### src/rtl/pcrel_pkg.sv
package pcrel_pkg;
    localparam int ADDR_W = 32;
    localparam int WORD_W = 32;
    localparam int RIDX_W = 4;

    typedef enum logic [2:0] {
        ST_IDLE,
        ST_REQ64,
        ST_REQ_LO,
        ST_REQ_HI,
        ST_WRITE
    } seq_state_e;

    typedef struct packed {
        seq_state_e          state;
        logic [ADDR_W-1:0]   addr;
        logic [RIDX_W-1:0]   idx0;
        logic [RIDX_W-1:0]   idx1;
        logic                big;
        logic                unpred;
        logic [WORD_W-1:0]   data0;
        logic [WORD_W-1:0]   data1;
    } seq_regs_t;
endpackage

### src/rtl/pcrel_addr_gen.sv
module pcrel_addr_gen #(
    parameter int AW = 32
) (
    input  logic [AW-1:0] pc,
    input  logic          mixed,
    input  logic [3:0]    imm_hi,
    input  logic [3:0]    imm_lo,
    input  logic [7:0]    imm8,
    input  logic          up,
    output logic [AW-1:0] addr
);
    logic [AW-1:0] base;
    logic [AW-1:0] offset;

    always_comb begin
        base   = {pc[AW-1:2], 2'b00};
        offset = mixed ? AW'({imm8, 2'b00}) : AW'({imm_hi, imm_lo});
        addr   = up ? (base + offset) : (base - offset);
    end
endmodule

### src/rtl/pcrel_reg_check.sv
module pcrel_reg_check #(
    parameter int RW = 4
) (
    input  logic          mixed,
    input  logic [RW-1:0] rt,
    input  logic [RW-1:0] rt2,
    input  logic          wback,
    output logic [RW-1:0] idx0,
    output logic [RW-1:0] idx1,
    output logic          unpred
);
    localparam logic [RW-1:0] PC_IDX = '1;

    always_comb begin
        idx0 = rt;
        if (mixed) begin
            idx1   = rt2;
            unpred = (rt == PC_IDX) || (rt2 == PC_IDX) || (rt == rt2) || wback;
        end else begin
            idx1   = rt + RW'(1);
            unpred = rt[0] || (idx1 == PC_IDX);
        end
    end
endmodule

### src/rtl/pcrel_pair_loader.sv
module pcrel_pair_loader
    import pcrel_pkg::*;
(
    input  logic                clk,
    input  logic                rst_n,
    input  logic                req_valid,
    output logic                req_ready,
    input  logic                req_cond_pass,
    input  logic [ADDR_W-1:0]   req_pc,
    input  logic                req_enc_mixed,
    input  logic [3:0]          req_imm_hi,
    input  logic [3:0]          req_imm_lo,
    input  logic [7:0]          req_imm8,
    input  logic                req_up,
    input  logic [RIDX_W-1:0]   req_rt,
    input  logic [RIDX_W-1:0]   req_rt2,
    input  logic                req_wback,
    input  logic                req_big_endian,
    output logic                mem_valid,
    input  logic                mem_ready,
    output logic [ADDR_W-1:0]   mem_addr,
    output logic                mem_wide,
    input  logic [2*WORD_W-1:0] mem_rdata,
    output logic                done,
    output logic [RIDX_W-1:0]   wr_idx0,
    output logic [WORD_W-1:0]   wr_data0,
    output logic [RIDX_W-1:0]   wr_idx1,
    output logic [WORD_W-1:0]   wr_data1,
    output logic                wr_unpred
);
    localparam int DW_BYTES = (2 * WORD_W) / 8;
    localparam int WD_BYTES = WORD_W / 8;
    localparam int ALN_BITS = $clog2(DW_BYTES);

    seq_regs_t r_d, r_q;

    logic [ADDR_W-1:0] calc_addr;
    logic [RIDX_W-1:0] calc_idx0, calc_idx1;
    logic              calc_unpred;

    pcrel_addr_gen #(.AW(ADDR_W)) u_addr (
        .pc     (req_pc),
        .mixed  (req_enc_mixed),
        .imm_hi (req_imm_hi),
        .imm_lo (req_imm_lo),
        .imm8   (req_imm8),
        .up     (req_up),
        .addr   (calc_addr)
    );

    pcrel_reg_check #(.RW(RIDX_W)) u_regs (
        .mixed  (req_enc_mixed),
        .rt     (req_rt),
        .rt2    (req_rt2),
        .wback  (req_wback),
        .idx0   (calc_idx0),
        .idx1   (calc_idx1),
        .unpred (calc_unpred)
    );

    always_comb begin
        r_d = r_q;
        unique case (r_q.state)
            ST_IDLE: begin
                if (req_valid && req_cond_pass) begin
                    r_d.addr   = calc_addr;
                    r_d.idx0   = calc_idx0;
                    r_d.idx1   = calc_idx1;
                    r_d.unpred = calc_unpred;
                    r_d.big    = req_big_endian;
                    r_d.state  = (calc_addr[ALN_BITS-1:0] == '0) ? ST_REQ64 : ST_REQ_LO;
                end
            end
            ST_REQ64: begin
                if (mem_ready) begin
                    r_d.data0 = r_q.big ? mem_rdata[2*WORD_W-1:WORD_W] : mem_rdata[WORD_W-1:0];
                    r_d.data1 = r_q.big ? mem_rdata[WORD_W-1:0] : mem_rdata[2*WORD_W-1:WORD_W];
                    r_d.state = ST_WRITE;
                end
            end
            ST_REQ_LO: begin
                if (mem_ready) begin
                    r_d.data0 = mem_rdata[WORD_W-1:0];
                    r_d.state = ST_REQ_HI;
                end
            end
            ST_REQ_HI: begin
                if (mem_ready) begin
                    r_d.data1 = mem_rdata[WORD_W-1:0];
                    r_d.state = ST_WRITE;
                end
            end
            ST_WRITE: r_d.state = ST_IDLE;
            default:  r_d.state = ST_IDLE;
        endcase
    end

    always_ff @(posedge clk) begin
        if (!rst_n) begin
            r_q <= '{state: ST_IDLE, default: '0};
        end else begin
            r_q <= r_d;
        end
    end

    always_comb begin
        req_ready = (r_q.state == ST_IDLE);
        mem_valid = (r_q.state == ST_REQ64) || (r_q.state == ST_REQ_LO) || (r_q.state == ST_REQ_HI);
        mem_wide  = (r_q.state == ST_REQ64);
        mem_addr  = (r_q.state == ST_REQ_HI) ? (r_q.addr + ADDR_W'(WD_BYTES)) : r_q.addr;
        done      = (r_q.state == ST_WRITE);
        wr_idx0   = r_q.idx0;
        wr_idx1   = r_q.idx1;
        wr_data0  = r_q.data0;
        wr_data1  = r_q.data1;
        wr_unpred = r_q.unpred;
    end

    AST_WIDE_ALIGNED: assert property (@(posedge clk) disable iff (!rst_n)
        (mem_valid && mem_wide) |-> (mem_addr[ALN_BITS-1:0] == '0)) else $error("wide read misaligned");
    AST_MEM_HOLD: assert property (@(posedge clk) disable iff (!rst_n)
        (mem_valid && !mem_ready) |=> (mem_valid && $stable(mem_addr) && $stable(mem_wide))) else $error("read dropped or changed");
    AST_SECOND_WORD: assert property (@(posedge clk) disable iff (!rst_n)
        (mem_valid && mem_ready && !mem_wide && r_q.state == ST_REQ_LO)
        |=> (mem_valid && !mem_wide && mem_addr == $past(mem_addr) + ADDR_W'(WD_BYTES))) else $error("second word address");
    AST_DONE_PULSE: assert property (@(posedge clk) disable iff (!rst_n)
        done |=> !done) else $error("done longer than one cycle");
    AST_DONE_AFTER_READ: assert property (@(posedge clk) disable iff (!rst_n)
        $rose(done) |-> $past(mem_valid && mem_ready)) else $error("done without read");
    AST_IDLE_QUIET: assert property (@(posedge clk) disable iff (!rst_n)
        req_ready |-> (!mem_valid && !done)) else $error("activity while idle");
    AST_DROP_NO_READ: assert property (@(posedge clk) disable iff (!rst_n)
        (req_ready && req_valid && !req_cond_pass) |=> req_ready) else $error("dropped request started");
endmodule

### config.mk
export PLATFORM = sky130hd
export DESIGN_NAME = pcrel_pair_loader
export DESIGN_NICKNAME = d
export VERILOG_FILES = /design/src/rtl/pcrel_pkg.sv /design/src/rtl/pcrel_addr_gen.sv /design/src/rtl/pcrel_reg_check.sv /design/src/rtl/pcrel_pair_loader.sv
export SDC_FILE = /design/constraint.sdc
export NUM_CORES = 1
export LEC_CHECK = 0
export BUFFER_PORTS_ARGS = -buffer_cell sky130_fd_sc_hd__buf_2
export CAP_MARGIN = 5
export CORE_MARGIN = 2
export CORE_UTILIZATION = 45
export DETAILED_ROUTE_END_ITERATION = 7
export PLACE_DENSITY = 0.75
export SLEW_MARGIN = 5
export SYNTH_ARGS = -nofsm -noshare
export SYNTH_HDL_FRONTEND = slang
export SYNTH_SLANG_ARGS = --single-unit
### constraint.sdc
create_clock -name clk -period 3.7 [get_ports clk]
set_clock_uncertainty 0.1 [all_clocks]
set_input_delay 0.74 -clock clk [delete_from_list [all_inputs] [get_ports clk]]
set_output_delay 0.74 -clock clk [all_outputs]
set_load 0.1 [all_outputs]
==> reports/summary.txt, run 1 <==
Synth Area in XOR/XNOR -> 7.11%
Synth Area in Simple Gates -> 20.4%
Synth area leaders -> dfxtp_1 30%, mux2i_1 9.6%, buf_4 7.7%
TritonCTS Buffers -> 9
Register-to-register setup slack -> 1.41 ns
Register area share after synthesis -> 29.5%
Core area -> 16000 um2
Multiplexer area fraction after synthesis -> 9.61%
Pwr per Cell Area -> 436 nW/um2
CP Launch Point -> r_q[106]
Cells after Synth -> 906
Synthesized flop and latch total -> 109
Slew headroom -> 52.4%
Combinational power share -> 39.1%
CTS tree -> yes
Synth Area in Compound Gates -> 18.3%
Die X -> 132 um
Clk buf depth -> 2
Slowest-stage cell, CP -> dfxtp_2
Final WS setup -> 0.229 ns
Placer Congestion -> 0.902
Final setup vio count -> 0
Antenna violation net count after detailed routing -> 0
Share of layout cells above drive strength 1 -> 29.7%
Fin. max-slew vios -> 0
IO buf count -> 235
Syn nets -> 1056
Fin crit period -> 3.47 ns
Iter 0 DRT Violations -> 280
Die Y -> 132 um
NetSw -> 1670 uW
Synth cell types -> 74
Post-DP HPWL -> 14.6 mm
Top Ports -> 238
Fin. Hold Viols -> 0
Commonest non-fill, non-tap cells in the layout -> 228 x buf_2, 108 x nor2_1, 108 x dfxtp_1
Max_cap viols -> 0
CP Capture Type -> primary output
HP Class -> register to register
Seq pwr share -> 35.3%
WL/cell -> 14.9 um
Area Overhead vs Synth -> 17.3%
Clk pwr share -> 25.5%
Avg Vias per Cell -> 5.32
Status -> completed
Netlist Area Pre-Place -> 7390 um2
Register-to-Register Path Depth -> 7
Data arrival, critical path -> 2.63 ns
First-pass GRT wire length -> 30.7 mm
Internal power -> 2110 uW
Vias -> 6713
Pre-Repair DR Iteration Count -> 5
DRT Wirelength -> 18.8 mm
Initial antenna violation count -> 0
Ys Warns -> 0
# nets final -> 1192
Startpoint types -> register
Remaining DRCs -> 0
Synth Area per Inst -> 8.16 um2
Setup WS pre-CTS -> 0.273 ns
Total track usage -> 21.0%
Total clock sinks -> 109
Worst R2R End -> r_q[83]
Largest family of logic cells by synthesized area -> simple AND/OR/NAND/NOR gates
Htree depth -> 3
CP Class -> register to primary output
Largest net degree at the start of global routing -> 65
Clock-pin slew on the worst setup and hold paths -> 0.08 ns
Row cnt -> 46
Post-synth top area share -> 29.5%
Total Power -> 3780 uW
Overflow after GRT -> 0
Post-synth EDFFs -> 0
Most common cell after layout, fill and taps aside -> buf_2
Synth area leader -> dfxtp_1
Ys flop type -> dfxtp_1
Reg2reg start -> r_q[107]
RSZ-0062 raised after global routing -> no
Period utilization -> 93.8%
Clock Latency Late Sink -> 0.35 ns
Initial Utilization -> 46.2%
Peak supply drop -> 0.226 mV
Die area -> 17500 um2
Worst path max stage delay -> 0.45 ns
Crit path to -> mem_addr[22]
Worst-Margin Slew -> 0.713 ns
CTS root buf -> clkbuf_16
Async set or reset register ratio after synthesis -> 0%
Crit-path cells -> and3b_1 > nand2_1 > or3_4 > nand2b_4 > nor2_1 > xor2_2 > buf_2
Vias in the first global route -> 6271
Fmax -> 288 MHz
Synth Area in Adders -> 3.66%
Switching Share -> 44.3%
Leakage power -> 0.00411 uW
Critical Path RT -> 2.86 ns
Diodes inserted -> 0
Max Fanout on Critical Path -> 10
## worst min path at each step
| stage | from | end | cells after the start |
|---|---|---|---|
| floorplan | wr_idx1[1] | wr_idx1[1] | 2 |
| global placement | wr_idx1[3] | wr_idx1[3] | 2 |
| detailed placement | wr_idx0[3] | wr_idx0[3] | 2 |
| CTS | wr_idx0[3] | wr_idx0[3] | 2 |
| global route | wr_idx0[3] | wr_idx0[3] | 2 |
| finish | wr_idx0[3] | wr_idx0[3] | 2 |
## layout make-up
type	count	area, um2
flip-flops and latches	109	2180
fillers	1550	7330
well taps	216	270
inverters	16	60.1
clock inverters	7	77.6
clock buffers	9	225
repair buffers	252	1370
multi-input cells	654	4490
## stage by stage
step	util (%)	TNS, ns	hold WS (ns)	instance area, um2	cells
after floorplan	-	-0.0499	0.332	7480	906
after global placement	52.3	0	0.340	8360	1247
after detailed placement	52.3	0	0.348	8360	1247
after CTS	54.2	0	0.360	8670	1263
after global routing	54.2	0	0.394	8670	1263
final	54.2	0	0.357	8670	1263
## synthesized netlist by cell type, types with 2 or more instances
library cell,number
o21ai_0,21
o21a_1,3
and2b_1,3
nor3_2,4
o32ai_2,3
a21oi_1,29
nor2_1,110
a211o_1,4
ha_1,20
and4_1,2
o31ai_1,5
buf_2,13
nand3b_1,2
xor2_1,13
o211ai_1,3
a211oi_1,73
nand4_1,10
nor4_1,4
and2_1,4
nor2b_1,4
xnor2_1,47
nor3_1,16
and3_1,12
inv_1,16
clkbuf_1,36
dfxtp_1,109
nand3_1,26
mux2i_1,71
buf_4,76
nand2b_1,5
a21oi_2,2
o21ai_2,2
nor3b_1,2
o21bai_1,5
nand2_1,88
or3_1,7
o22ai_1,4
o21ai_1,14
a22oi_1,3
## power groups by stage
stage / Combinational, uW / Clock, uW / Sequential [uW]
6_report: 1480 / 965 / 1340
3_5_place_dp: 1480 / 0 / 1360
3_3_place_gp: 1470 / 0 / 1360
5_1_grt: 1570 / 1040 / 1350
4_1_cts: 1480 / 989 / 1340
2_1_floorplan: 1270 / 0 / 1350
## worst max-delay path: cells and delay by family (launching register included)
kind          cells  cell delay, ns
simple gates      5            1.25
flops             1            0.45
buf+inv           1            0.43
xor+xnor          1            0.14
## sequential cells by signal, summed over array words and instances, names as in the netlist
name       cells
wr_unpred      1
wr_idx0        4
r_q           36
wr_data1      32
wr_idx1        4
wr_data0      32
## metal layers
| metal | track usage [%] | part of all wire, % | up-vias |
|---|---|---|---|
| met5 | 0 | 0 | - |
| met4 | 7.41 | 2.4 | 0 |
| met2 | 35.2 | 47 | 203 |
| met1 | 26.7 | 44 | 3068 |
| li1 | - | - | 3409 |
| met3 | 4.69 | 5.9 | 33 |
## what timing repair did
action / CTS / global route
endpoints found under the setup margin: 3 / 9
hold buffers: 0 / 0
resized for setup: 3 / 1
setup buffers: 0 / 0
cloned: 0 / 0
## logic make-up (layout without fill, tap and decap cells)
| group | count (synthesis) | in the layout |
|---|---|---|
| compound gates | 190 | 190 |
| xor+xnor | 60 | 60 |
| fa+ha+maj | 21 | 21 |
| buf+inv | 143 | 284 |
| flops | 109 | 109 |
| mux | 71 | 71 |
| simple gates | 312 | 312 |
No activity file was read; power rests on OpenSTA's default activity.
==> inputs of run 2 (changes only) <==
Settings changed: CAP_MARGIN 5 to 30, CORE_UTILIZATION 45 to 35, PLACE_DENSITY 0.75 to default, RECOVER_POWER from default to 25.
==> reports/summary.txt, run 2 (synthesis gave the netlist of run 1 again) <==
Fin. Hold Viols -> 0
Crit path to -> mem_addr[18]
Max Fanout on Critical Path -> 6
Die X -> 149 um
Placer Congestion -> 0.848
Worst R2R End -> r_q[83]
Register-to-Register Path Depth -> 8
Largest Register -> r_q
Leakage power -> 0.00393 uW
Status -> completed
Antenna violation net count after detailed routing -> 0
WL/cell -> 15.1 um
Startpoint types -> register
Data arrival, critical path -> 2.60 ns
Clk buf depth -> 2
Total Power -> 3820 uW
Top Ports -> 238
Commonest non-fill, non-tap cells in the layout -> 190 x buf_2, 109 x dfxtp_1, 108 x nor2_1
RSZ-0062 raised after global routing -> no
Post-cts resize count -> 0
Avg Vias per Cell -> 4.98
HP Class -> register to register
Row cnt -> 53
CTS tree -> yes
Clock Latency Late Sink -> 0.36 ns
Register-to-register setup slack -> 0.39 ns
Initial Utilization -> 35.4%
Clock-pin slew on the worst setup and hold paths -> 0.09 ns
Fmax -> 291 MHz
Iter 0 DRT Violations -> 226
Post-layout util -> 41.6%
# nets final -> 1191
Remaining DRCs -> 0
CTS root buf -> clkbuf_16
Max_cap viols -> 0
Pwr per Cell Area -> 439 nW/um2
DRT Wirelength -> 20.0 mm
Slew headroom -> 9.05%
Fin. max-slew vios -> 0
Post-DP HPWL -> 15.2 mm
Vias in the first global route -> 6094
TritonCTS Buffers -> 9
Worst-Margin Slew -> 1.36 ns
Core area -> 20900 um2
CP Capture Type -> primary output
Max reg flops -> 36
Fin crit period -> 3.44 ns
Vias -> 6584
Die Y -> 149 um
Initial antenna violation count -> 2
Final setup vio count -> 0
Area Overhead vs Synth -> 17.7%
Pre-Repair DR Iteration Count -> 5
IO buf count -> 235
First-pass GRT wire length -> 31.5 mm
Most common cell after layout, fill and taps aside -> buf_2
Peak supply drop -> 0.185 mV
Critical Path RT -> 2.86 ns
Period utilization -> 92.9%
Die area -> 22300 um2
Total clock sinks -> 109
CP Class -> register to primary output
Post-CTS Setup Bufs -> 0
Share of layout cells above drive strength 1 -> 25.5%
CTS Hold Bufs -> 0
Overflow after GRT -> 0
Htree depth -> 3
Reg2reg start -> r_q[106]
CP Launch Point -> r_q[106]
Total track usage -> 17.5%
Largest net degree at the start of global routing -> 65
-- run 2: changes by cell type in the layout (fill, tap and decap cells not counted), sizes merged --
| cell | change |
|---|---|
| diode | +1 |
| buf | -45 |
| clkbuf | +44 |
-- run 2: critical path, stage by stage, from the launching register on --
cell and delay [ns]:
dfxtp_1 0.40, and3b_1 0.28, nand2_1 0.14, or3_4 0.45, nand2b_4 0.20, nor2_1 0.18, xor2_2 0.14, buf_2 0.45
-- run 2: worst min path at each step --
stage                           from    endpoint  cells past startpoint
after floorplan           wr_idx1[1]  wr_idx1[1]                      2
after global placement    wr_idx1[1]  wr_idx1[1]                      2
after detailed placement  wr_idx1[3]  wr_idx1[3]                      2
after CTS                 wr_idx1[3]  wr_idx1[3]                      2
after global routing      wr_idx0[1]  wr_idx0[1]                      2
final                     wr_idx1[1]  wr_idx1[1]                      2
-- run 2: through the flow --
step | setup TNS [ns] | hold slack (ns) | instance area (um2) | setup WS, ns | std cells
floorplan | -0.0499 | 0.332 | 7480 | -0.0499 | 906
global placement | 0 | 0.342 | 8460 | 0.248 | 1305
detailed placement | 0 | 0.345 | 8460 | 0.215 | 1305
CTS | 0 | 0.357 | 8760 | 0.114 | 1321
global route | 0 | 0.380 | 8700 | 0.0429 | 1321
finish | 0 | 0.355 | 8700 | 0.264 | 1322
-- run 2: cell type report --
class,count,area (um2)
fillers,2180,12200
multi-input cells,654,4480
flip-flops and latches,109,2180
repair buffers,251,1330
well taps,275,344
clock buffers,9,225
clock inverters,7,77.6
inverters,16,60.1
diodes,1,2.50
-- run 2: where the power goes --
part           total, uW  switching, uW  internal, uW
Clock               1000            517           483
Sequential          1340           68.0          1270
Combinational       1480           1130           352
Total               3820           1720          2100
-- run 2: routing by layer --
| metal | track usage (%) | routed length (um) |
|---|---|---|
| met2 | 28.5 | 9240 |
| met4 | 5.90 | 353 |
| met5 | 0 | 17 |
| met1 | 23.5 | 9470 |
| met3 | 2.75 | 936 |
